===== src/rtl/fbi_pkg.sv =====
package fbi_pkg;
   // Strobe bundle, all active low; ce_n is the most significant bit.
   typedef struct packed {
      logic ce_n;
      logic oe_n;
      logic we_n;
   } strobe_t;

   localparam int STROBE_W = $bits(strobe_t);

   // Cycles the edge stage waits after reset before reporting any edge.
   function automatic int settle_cycles(input int stages);
      return stages + 1;
   endfunction
endpackage


===== src/rtl/fbi_sync.sv =====
module fbi_sync #(
   parameter int          W       = 1,
   parameter int          STAGES  = 2,
   parameter logic [W-1:0] RST_VAL = '0
) (
   input  logic         clk,
   input  logic         rst_n,
   input  logic [W-1:0] din,
   output logic [W-1:0] dout
);
   generate
      if (STAGES < 2) begin : g_bad_stages
         $error("fbi_sync: STAGES must be at least 2");
      end
      if (W < 1) begin : g_bad_width
         $error("fbi_sync: W must be positive");
      end
   endgenerate

   logic [W-1:0] stg [STAGES];

   genvar gi;
   generate
      for (gi = 0; gi < STAGES; gi++) begin : g_stage
         if (gi == 0) begin : g_first
            always_ff @(posedge clk or negedge rst_n) begin
               if (!rst_n) stg[gi] <= RST_VAL;
               else        stg[gi] <= din;
            end
         end else begin : g_next
            always_ff @(posedge clk or negedge rst_n) begin
               if (!rst_n) stg[gi] <= RST_VAL;
               else        stg[gi] <= stg[gi-1];
            end
         end
      end
   endgenerate

   assign dout = stg[STAGES-1];
endmodule


===== src/rtl/fbi_edge.sv =====
module fbi_edge #(
   parameter int          W       = 3,
   parameter int          SETTLE  = 3,
   parameter logic [W-1:0] RST_VAL = '1
) (
   input  logic         clk,
   input  logic         rst_n,
   input  logic [W-1:0] d,
   output logic [W-1:0] rise,
   output logic [W-1:0] fall,
   output logic         primed
);
   localparam int CW = $clog2(SETTLE + 1) + 1;

   generate
      if (SETTLE < 1) begin : g_bad_settle
         $error("fbi_edge: SETTLE must be positive");
      end
   endgenerate

   logic [W-1:0]  prev;
   logic [CW-1:0] cnt;

   always_ff @(posedge clk or negedge rst_n) begin
      if (!rst_n) begin
         prev <= RST_VAL;
         cnt  <= '0;
      end else begin
         prev <= d;
         if (cnt != CW'(SETTLE)) cnt <= cnt + 1'b1;
      end
   end

   assign primed = (cnt == CW'(SETTLE));
   assign rise   = primed ? (d & ~prev) : '0;
   assign fall   = primed ? (~d & prev) : '0;
endmodule


===== src/rtl/fbi_write_track.sv =====
module fbi_write_track #(
   parameter int ADDR_W = 20,
   parameter int DATA_W = 16
) (
   input  logic              clk,
   input  logic              rst_n,
   input  logic              primed,
   input  logic              ce_n,
   input  logic              oe_n,
   input  logic              we_n,
   input  logic [ADDR_W-1:0] addr,
   input  logic [DATA_W-1:0] data,
   output logic              active,
   output logic              wr_end,
   output logic              wr_evt,
   output logic [ADDR_W-1:0] wr_addr,
   output logic [DATA_W-1:0] wr_data
);
   logic both_low;
   logic both_low_q;
   logic start;

   // Last fall: both strobes low now but not in the previous sample.
   assign both_low = ~ce_n & ~we_n;
   assign start    = primed & both_low & ~both_low_q & ~active;
   // First rise: either strobe leaves the low/low state.
   assign wr_end   = active & ~both_low;

   always_ff @(posedge clk or negedge rst_n) begin
      if (!rst_n) begin
         both_low_q <= 1'b0;
         active     <= 1'b0;
         wr_evt     <= 1'b0;
         wr_addr    <= '0;
         wr_data    <= '0;
      end else begin
         both_low_q <= both_low;
         wr_evt     <= wr_end;
         if (start && oe_n) begin
            active  <= 1'b1;
            wr_addr <= addr;
         end else if (wr_end) begin
            active  <= 1'b0;
            wr_data <= data;
         end
      end
   end
endmodule


===== src/rtl/fbi_read_ctrl.sv =====
module fbi_read_ctrl #(
   parameter int ADDR_W  = 20,
   parameter int DATA_W  = 16,
   parameter bit OUT_REG = 1'b0
) (
   input  logic              clk,
   input  logic              rst_n,
   input  logic              primed,
   input  logic              ce_n,
   input  logic              oe_n,
   input  logic              we_n,
   input  logic              ce_fall,
   input  logic              strobe_edge,
   input  logic [ADDR_W-1:0] addr,
   input  logic              wr_active,
   input  logic              wr_end,
   input  logic [DATA_W-1:0] rd_data,
   output logic              rd_req,
   output logic [ADDR_W-1:0] rd_addr,
   output logic              dq_oe,
   output logic [DATA_W-1:0] dq_out,
   output logic              low_power
);
   logic [ADDR_W-1:0] addr_q;
   logic              window;
   logic              window_q;
   logic              armed_q;
   logic              armed;
   logic              addr_chg;
   logic              activity;
   logic              issue;
   logic              rd_req_q;

   assign addr_chg = primed & (addr != addr_q);
   assign activity = strobe_edge | addr_chg;
   assign window   = ~ce_n & ~oe_n & we_n & ~wr_active;
   assign armed    = ~wr_end & (armed_q | ce_fall);
   assign issue    = window & armed & (~window_q | addr_chg);

   always_ff @(posedge clk or negedge rst_n) begin
      if (!rst_n) begin
         addr_q    <= '0;
         window_q  <= 1'b0;
         armed_q   <= 1'b0;
         rd_req    <= 1'b0;
         rd_req_q  <= 1'b0;
         rd_addr   <= '0;
         dq_oe     <= 1'b0;
         low_power <= 1'b0;
      end else begin
         addr_q   <= addr;
         window_q <= window;
         armed_q  <= armed;
         rd_req   <= issue;
         rd_req_q <= rd_req;
         dq_oe    <= window & armed;
         if (issue) rd_addr <= addr;
         if (activity)      low_power <= 1'b0;
         else if (rd_req_q) low_power <= 1'b1;
      end
   end

   generate
      if (OUT_REG) begin : g_out_reg
         always_ff @(posedge clk or negedge rst_n) begin
            if (!rst_n) dq_out <= '0;
            else        dq_out <= rd_data;
         end
      end else begin : g_out_pass
         assign dq_out = rd_data;
      end
   endgenerate
endmodule


===== src/rtl/flash_bus_front.sv =====
module flash_bus_front
   import fbi_pkg::*;
#(
   parameter int ADDR_W      = 20,
   parameter int DATA_W      = 16,
   parameter int SYNC_STAGES = 2,
   parameter bit OUT_REG     = 1'b0
) (
   input  logic              clk,
   input  logic              rst_n,
   input  logic              bus_ce_n,
   input  logic              bus_oe_n,
   input  logic              bus_we_n,
   input  logic [ADDR_W-1:0] bus_addr,
   input  logic [DATA_W-1:0] dq_in,
   output logic [DATA_W-1:0] dq_out,
   output logic              dq_oe,
   output logic              rd_req,
   output logic [ADDR_W-1:0] rd_addr,
   input  logic [DATA_W-1:0] rd_data,
   output logic              wr_evt,
   output logic [ADDR_W-1:0] wr_addr,
   output logic [DATA_W-1:0] wr_data,
   output logic              low_power
);
   localparam int BUS_W  = ADDR_W + DATA_W;
   localparam int SETTLE = settle_cycles(SYNC_STAGES);

   generate
      if (ADDR_W < 1 || DATA_W < 1) begin : g_bad_width
         $error("flash_bus_front: ADDR_W and DATA_W must be positive");
      end
      if (SYNC_STAGES < 2) begin : g_bad_sync
         $error("flash_bus_front: SYNC_STAGES must be at least 2");
      end
   endgenerate

   strobe_t             str_raw;
   strobe_t             str_s;
   strobe_t             str_rise;
   strobe_t             str_fall;
   logic [BUS_W-1:0]    bus_s;
   logic [ADDR_W-1:0]   addr_s;
   logic [DATA_W-1:0]   data_s;
   logic                ce_s;
   logic                oe_s;
   logic                we_s;
   logic                primed;
   logic                wr_active;
   logic                wr_end;

   assign str_raw = '{ce_n: bus_ce_n, oe_n: bus_oe_n, we_n: bus_we_n};

   fbi_sync #(.W(STROBE_W), .STAGES(SYNC_STAGES), .RST_VAL('1)) u_sync_str (
      .clk  (clk),
      .rst_n(rst_n),
      .din  (str_raw),
      .dout (str_s)
   );

   // Address and data ride a pipeline as deep as the strobes so that
   // each strobe edge meets the bus value present when it happened.
   fbi_sync #(.W(BUS_W), .STAGES(SYNC_STAGES), .RST_VAL('0)) u_sync_bus (
      .clk  (clk),
      .rst_n(rst_n),
      .din  ({bus_addr, dq_in}),
      .dout (bus_s)
   );

   assign addr_s = bus_s[BUS_W-1:DATA_W];
   assign data_s = bus_s[DATA_W-1:0];
   assign ce_s   = str_s.ce_n;
   assign oe_s   = str_s.oe_n;
   assign we_s   = str_s.we_n;

   fbi_edge #(.W(STROBE_W), .SETTLE(SETTLE), .RST_VAL('1)) u_edge (
      .clk   (clk),
      .rst_n (rst_n),
      .d     (str_s),
      .rise  (str_rise),
      .fall  (str_fall),
      .primed(primed)
   );

   fbi_write_track #(.ADDR_W(ADDR_W), .DATA_W(DATA_W)) u_wr (
      .clk    (clk),
      .rst_n  (rst_n),
      .primed (primed),
      .ce_n   (ce_s),
      .oe_n   (oe_s),
      .we_n   (we_s),
      .addr   (addr_s),
      .data   (data_s),
      .active (wr_active),
      .wr_end (wr_end),
      .wr_evt (wr_evt),
      .wr_addr(wr_addr),
      .wr_data(wr_data)
   );

   fbi_read_ctrl #(.ADDR_W(ADDR_W), .DATA_W(DATA_W), .OUT_REG(OUT_REG)) u_rd (
      .clk        (clk),
      .rst_n      (rst_n),
      .primed     (primed),
      .ce_n       (ce_s),
      .oe_n       (oe_s),
      .we_n       (we_s),
      .ce_fall    (str_fall.ce_n),
      .strobe_edge(|{str_rise, str_fall}),
      .addr       (addr_s),
      .wr_active  (wr_active),
      .wr_end     (wr_end),
      .rd_data    (rd_data),
      .rd_req     (rd_req),
      .rd_addr    (rd_addr),
      .dq_oe      (dq_oe),
      .dq_out     (dq_out),
      .low_power  (low_power)
   );
endmodule


===== config.mk =====
export PLATFORM = sky130hd
export DESIGN_NAME = flash_bus_front
export DESIGN_NICKNAME = d
export VERILOG_FILES = /design/src/rtl/fbi_pkg.sv /design/src/rtl/fbi_sync.sv /design/src/rtl/fbi_edge.sv /design/src/rtl/fbi_write_track.sv /design/src/rtl/fbi_read_ctrl.sv /design/src/rtl/flash_bus_front.sv
export SDC_FILE = /design/constraint.sdc
export NUM_CORES = 1
export LEC_CHECK = 0
export BUFFER_PORTS_ARGS = -buffer_cell sky130_fd_sc_hd__buf_4
export CAP_MARGIN = 25
export CORE_UTILIZATION = 38
export DETAILED_ROUTE_END_ITERATION = 7
export PLACE_DENSITY = 0.68
export REMOVE_ABC_BUFFERS = 1
export SYNTH_ARGS = -nofsm -noshare
export SYNTH_HDL_FRONTEND = slang
export SYNTH_SLANG_ARGS = --single-unit

===== constraint.sdc =====
create_clock -name clk -period 1.97 [get_ports clk]
set_clock_uncertainty 0.05 [all_clocks]
set_input_delay 0.2955 -clock clk [delete_from_list [all_inputs] [get_ports clk]]
set_output_delay 0.2955 -clock clk [all_outputs]
set_load 0.02 [all_outputs]

[After elaboration in Yosys (flattened, before gate mapping)]
Cells that the tools add are included.
Widths: inputs -> output; s select.
Word-level totals
  flip-flop bits (word level): 169
  bits of input ports: 57
Operators by class
  bitwise logic cells: 28
  equal/unequal tests: 3
  reduce and logical (&&, ||, !) cells: 5
  muxes and demuxes: 6
  add/subtract/negate cells: 1
Operator list (count)
  $ne 20x20->1: 1
  $and 1x1->1: 12
  $not 1->1: 9
  $and 3x3->3: 2
  $mux 3: 2
  $not 3->3: 2
  $reduce_or 6->1: 1
  $mux 1: 4
  $reduce_bool 2->1: 2
  $add 3x1->3 const B: 1
  $eq 3x2->1 const B: 1
  $ne 3x2->1 const B: 1
  $or 1x1->1: 3
  $reduce_and 2->1: 1
  $logic_and 1x1->1: 1

[Logic depth before layout (Yosys ltp)]
  depth in word-level cells: 8
  depth in mapped cells: 9
  mapped depth without buffers: 7

[Cells and area by module]
A second synthesis with hierarchy kept.
Unflattened totals
  cells, all modules: 425
  area, all modules: 6391.1 um^2
Modules (own cells, without submodules)
  fbi_read_ctrl: instances 1, cells an instance 197, area each 2306.0 um^2
  fbi_sync at u_sync_bus: instances 1, cells an instance 108, area each 2072.0 um^2
  fbi_write_track: instances 1, cells an instance 85, area each 1542.7 um^2
  fbi_edge: instances 1, cells an instance 23, area each 276.5 um^2
  fbi_sync at u_sync_str: instances 1, cells an instance 9, area each 180.2 um^2
  flash_bus_front: instances 1, cells an instance 3, area each 13.8 um^2

[Least setup slack after synthesis]
No wires, ideal clock.
  path kind: register -> register
  from: reg u_edge.cnt[0]
  to: reg u_rd.rd_addr[0]
  required time: 1794 ps
  setup time: 126 ps
  period minus slack after synthesis: 2129 ps
  stages on the path, launching flop included: 10
  path slack: -159 ps
  arrival: 1953 ps
  path through: dfrtp_1 > ha_1 > ha_1 > buf_2 > and3b_1 > o21a_4 > and2_4 > buf_6 > a22o_1 > a221o_1
Between the ends
  cells in the longest elaborated chain, start to end: 6
  elaborated cells on any way between the ends: 8
  classes of those cells: eq/ne: 1; mux: 1; bitwise: 6
RTL lines
  start: declaration: RTL line fbi_edge.sv:22  | logic [CW-1:0] cnt;
  start signal: assignment: RTL line fbi_edge.sv:30  | if (cnt != CW'(SETTLE)) cnt <= cnt + 1'b1;
  $eq 3x2->1 (*): RTL line fbi_edge.sv:34  | assign primed = (cnt == CW'(SETTLE));
  $mux 3: RTL line fbi_edge.sv:36  | assign fall = primed ? (~d & prev) : '0;
  $or 1x1->1: RTL line fbi_read_ctrl.sv:37  | assign armed = ~wr_end & (armed_q | ce_fall);
  $and 1x1->1: RTL line fbi_read_ctrl.sv:37
  $and 1x1->1: RTL line fbi_read_ctrl.sv:38  | assign issue = window & armed & (~window_q | addr_chg);
  $and 1x1->1 (*): RTL line fbi_read_ctrl.sv:38
  end signal: assignment: RTL line fbi_read_ctrl.sv:57  | if (issue) rd_addr <= addr;
  end: declaration: RTL line fbi_read_ctrl.sv:19  | output logic [ADDR_W-1:0] rd_addr,
Mark *: on every way between the ends. The rest lies on a longest branch, timed or not.
A chain may end at the register's enable or synchronous reset.

[Worst setup path after layout]
  from: reg u_edge.cnt[0]
  to: reg u_rd.rd_addr[1]
Same word-level chain as after synthesis.

==> metrics <==
result of the run finished, violations left; failing checks DRC, setup timing; via count of the first global-routing pass between 3000 and 4000; CTS tree done; area of the core about 0.015 mm²; Worst Tran Pin Value 513 ps; Util after Layout 0.548; Post-Synth Adder-Cell Area 0.00432; total congestion overflow 0; setup repair after global routing missed its margin true; XOR/XNOR share of the synthesized area 0.0363; Setup Slack @ Placement -154 ps; wirelength, routed around 12 mm; DRC errors left 3; Worst Setup End Kind flop; initial cell density of the core 0.394; setup slack of the critical path after layout -46.9 ps; width of the chip roughly 130 µm; total clock buffers created by CTS 17; full die area 0.0157 mm²; fraction of final layout cells sized beyond drive strength 1 0.376; initial antenna violation count 0; Final Total Pwr 9.29 mW; I/O pin count 133; HPWL reported at the end of detailed placement 7.94 mm; number of library cell types mapped by synthesis 29; sequential-to-total area share from yosys stat 0.732; critical-path maximum fanout 7; GRT Resource Usage Total 0.167; post-DR vias/cell around 4.8; type of the most critical hold path in -> async; endpoint of the worst-slack reg-to-reg timing path u_rd.rd_addr[1]; portion of the clock cycle consumed by the worst path in the final layout 1.02; worst-case reg-to-reg path depth 7; mean instance size in the synthesized netlist around 15 µm²; CP required 2210 ps; Area Overhead vs Synth 38.9%; n_diodes 0; wire length of the first global-routing pass 20.0 mm; simple-gate share of the synthesized area 0.0764; area fraction in compound gates after synthesis 0.0721; Synth Register Bits about 170; height of the chip 125 µm; maximum number of pins on one net before global-route repair slightly below 50; P_leak around 3.8 nW; number of failing setup endpoints in the final timing report 18; Max Buffers Root-to-Sink 2; Nets 618; Crit Path Category reg -> reg; Max Clk Rate around 500 MHz; type of element launching the critical path flop; share of synthesized area spent on multiplexers 0.0425; number of routed nets with antenna violations 0; level count of the clock H-tree 4; fill cell total of the finished layout 1136; footprint of the flip-flops and latches approximately 0.0042 mm²; clock sink count ~170; endpoints failing hold 0; dominant combinational cell family by area after synthesis simple AND/OR/NAND/NOR gates; Slew Viols, Final 0; max_slew headroom 0.656; DR iter-0 viols roughly 220; gate count of the mapped netlist between 300 and 400; per-cell routed wire length between 15 and 20 µm; overall via count from detail_route between 3000 and 4000; critical path arrival about 2300 ps; instance area at placement 0.00690 mm²; count of input and output buffers 100; root buffer selected by CTS sky130_fd_sc_hd__clkbuf_16; startpoint of the most critical register-to-register path u_edge.cnt[0]; count of warnings emitted by yosys 0; count of max-cap constraint violations 0; register-to-register setup slack -50 ps; cell area after technology mapping 0.00579 mm²; power per cell area about 1200 mW/mm²; first-pass iteration count of the detailed router 6; weighted congestion reported at the end of routability-driven placement roughly 0.74; clock latency on the worst-skew pair 420 ps; number of rows in the core area 44; multi-input logic area approximately 0.0014 mm²; peak supply drop roughly 0.62 mV; Period minus WS final slightly above 2000 ps; final non-filler cell area between 0.008 and 0.009 mm²; clk slew on worst S/H paths approximately 60 ps
[layout by cell type (no fill, tap or decap), types with 6 or more instances in the layout]
cell type                       synthesis  routed
sky130_fd_sc_hd__and2_1                21      20
sky130_fd_sc_hd__buf_4                 16     131
sky130_fd_sc_hd__xnor2_1               21      21
sky130_fd_sc_hd__dfstp_2                9       9
sky130_fd_sc_hd__nand4_1                6       6
sky130_fd_sc_hd__a221o_1               20      20
sky130_fd_sc_hd__mux2_2                21      21
sky130_fd_sc_hd__nor2_1                 7       7
sky130_fd_sc_hd__a22o_1                20      20
sky130_fd_sc_hd__nand2_1               51      50
sky130_fd_sc_hd__dfrtp_1              160     160
sky130_fd_sc_hd__dlygate4sd3_1          0      40
sky130_fd_sc_hd__clkbuf_16              0      17
[area by class of cell]
| class | count | share of cell area |
|---|---|---|
| clock inverter | 13 | 0.0236 |
| multi-input combinational | 187 | 0.175 |
| tap | 184 | 0.0286 |
| timing repair buffer | 180 | 0.189 |
| clock buffer | 19 | 0.0550 |
| inverter | 4 | 0.00187 |
| sequential | 169 | 0.527 |
[flip-flops by register name, indices dropped and copies added, names as in the netlist, 3 cells and up]
name and flops:
u_sync_bus.dout 36, u_sync_bus.stg 36, u_rd.addr_q 20, u_rd.rd_addr 20, u_wr.wr_addr 20, u_wr.wr_data 16, u_edge.cnt 3, u_edge.prev 3
u_sync_str.dout 3, u_sync_str.stg 3
[synthesized netlist by cell type (all sizes together)]
cell / n / area [µm²]
xor2: 3 / 26.3
nor2: 7 / 26.3
buf: 24 / 170
clkinv: 1 / 3.75
xnor2: 21 / 184
nand4: 6 / 37.5
mux2: 21 / 236
a31oi: 2 / 12.5
nand2: 51 / 191
o21ai: 2 / 10.0
a21oi: 1 / 5.00
mux2i: 1 / 10.0
and2: 22 / 140
dfstp: 9 / 236
inv: 3 / 11.3
and3b: 1 / 8.76
o21a: 1 / 15.0
nor3: 2 / 15.0
nor4b: 1 / 23.8
dfrtp: 160 / 4000
a22o: 20 / 175
a221o: 20 / 200
clkbuf: 7 / 26.3
ha: 2 / 25.0
[stage by stage]
stage	hold slack (ps)	TNS, ps	cells
after CTS	299	-424	751
final	289	-317	756
after global routing	304	-1300	756
after global placement	169	-986	676
after floorplan	-50.1	-8130	357
after detailed placement	177	-2500	676
[worst max path at each step]
stage / from / end / slack (ps) / cells after the start
after floorplan: u_edge.cnt[0] / u_rd.rd_addr[0] / -320 / 7
after global placement: u_edge.cnt[0] / u_rd.rd_addr[18] / -50 / 7
after detailed placement: u_sync_bus.dout[23] / u_rd.rd_addr[3] / -150 / 5
after CTS: u_edge.cnt[0] / u_rd.rd_addr[3] / -40 / 7
after global routing: u_edge.cnt[0] / u_rd.rd_addr[3] / -90 / 8
final: u_edge.cnt[0] / u_rd.rd_addr[1] / -50 / 7
[critical path, stage by stage (launching register included)]
cell                      delay (ps)
sky130_fd_sc_hd__dfrtp_1         390
sky130_fd_sc_hd__ha_2            190
sky130_fd_sc_hd__ha_4            160
sky130_fd_sc_hd__and3b_2         200
sky130_fd_sc_hd__o21a_4          230
sky130_fd_sc_hd__and2_4          200
sky130_fd_sc_hd__a22o_1          190
sky130_fd_sc_hd__a221o_1         270
[layer usage]
layer	track usage	up-vias	routed length (µm)
met5	0	-	0
li1	-	1651	-
met3	0.0436	29	651
met2	0.277	104	6430
met1	0.200	1868	5050
met4	0.0918	0	342
[logic make-up after synthesis]
logic type                 count (synthesis)
DFF                                      169
and+or+nand+nor                           90
buffers and inverters                     35
muxes                                     22
adders and majority gates                  2
AOI/OAI and AO/OA                         46
xor gates and xnor gates                  24
[timing repair]
action                                  CTS  global route
buffers inserted                          0             4
resized for setup                        11             6
endpoints found under the setup margin   20            20
hold endpoints to repair                 74             0
pin swaps                                 4             7
hold buffers                             40             0
gates cloned                              3             1
[report_power, final]
| part | total [mW] | internal [mW] | switching [mW] |
|---|---|---|---|
| Clock | 3.50 | 2.17 | 1.33 |
| Sequential | 4.14 | 3.88 | 0.262 |
| Combinational | 1.65 | 0.827 | 0.824 |
| Total | 9.29 | 6.88 | 2.41 |
Power figures use the tool's default switching activity.
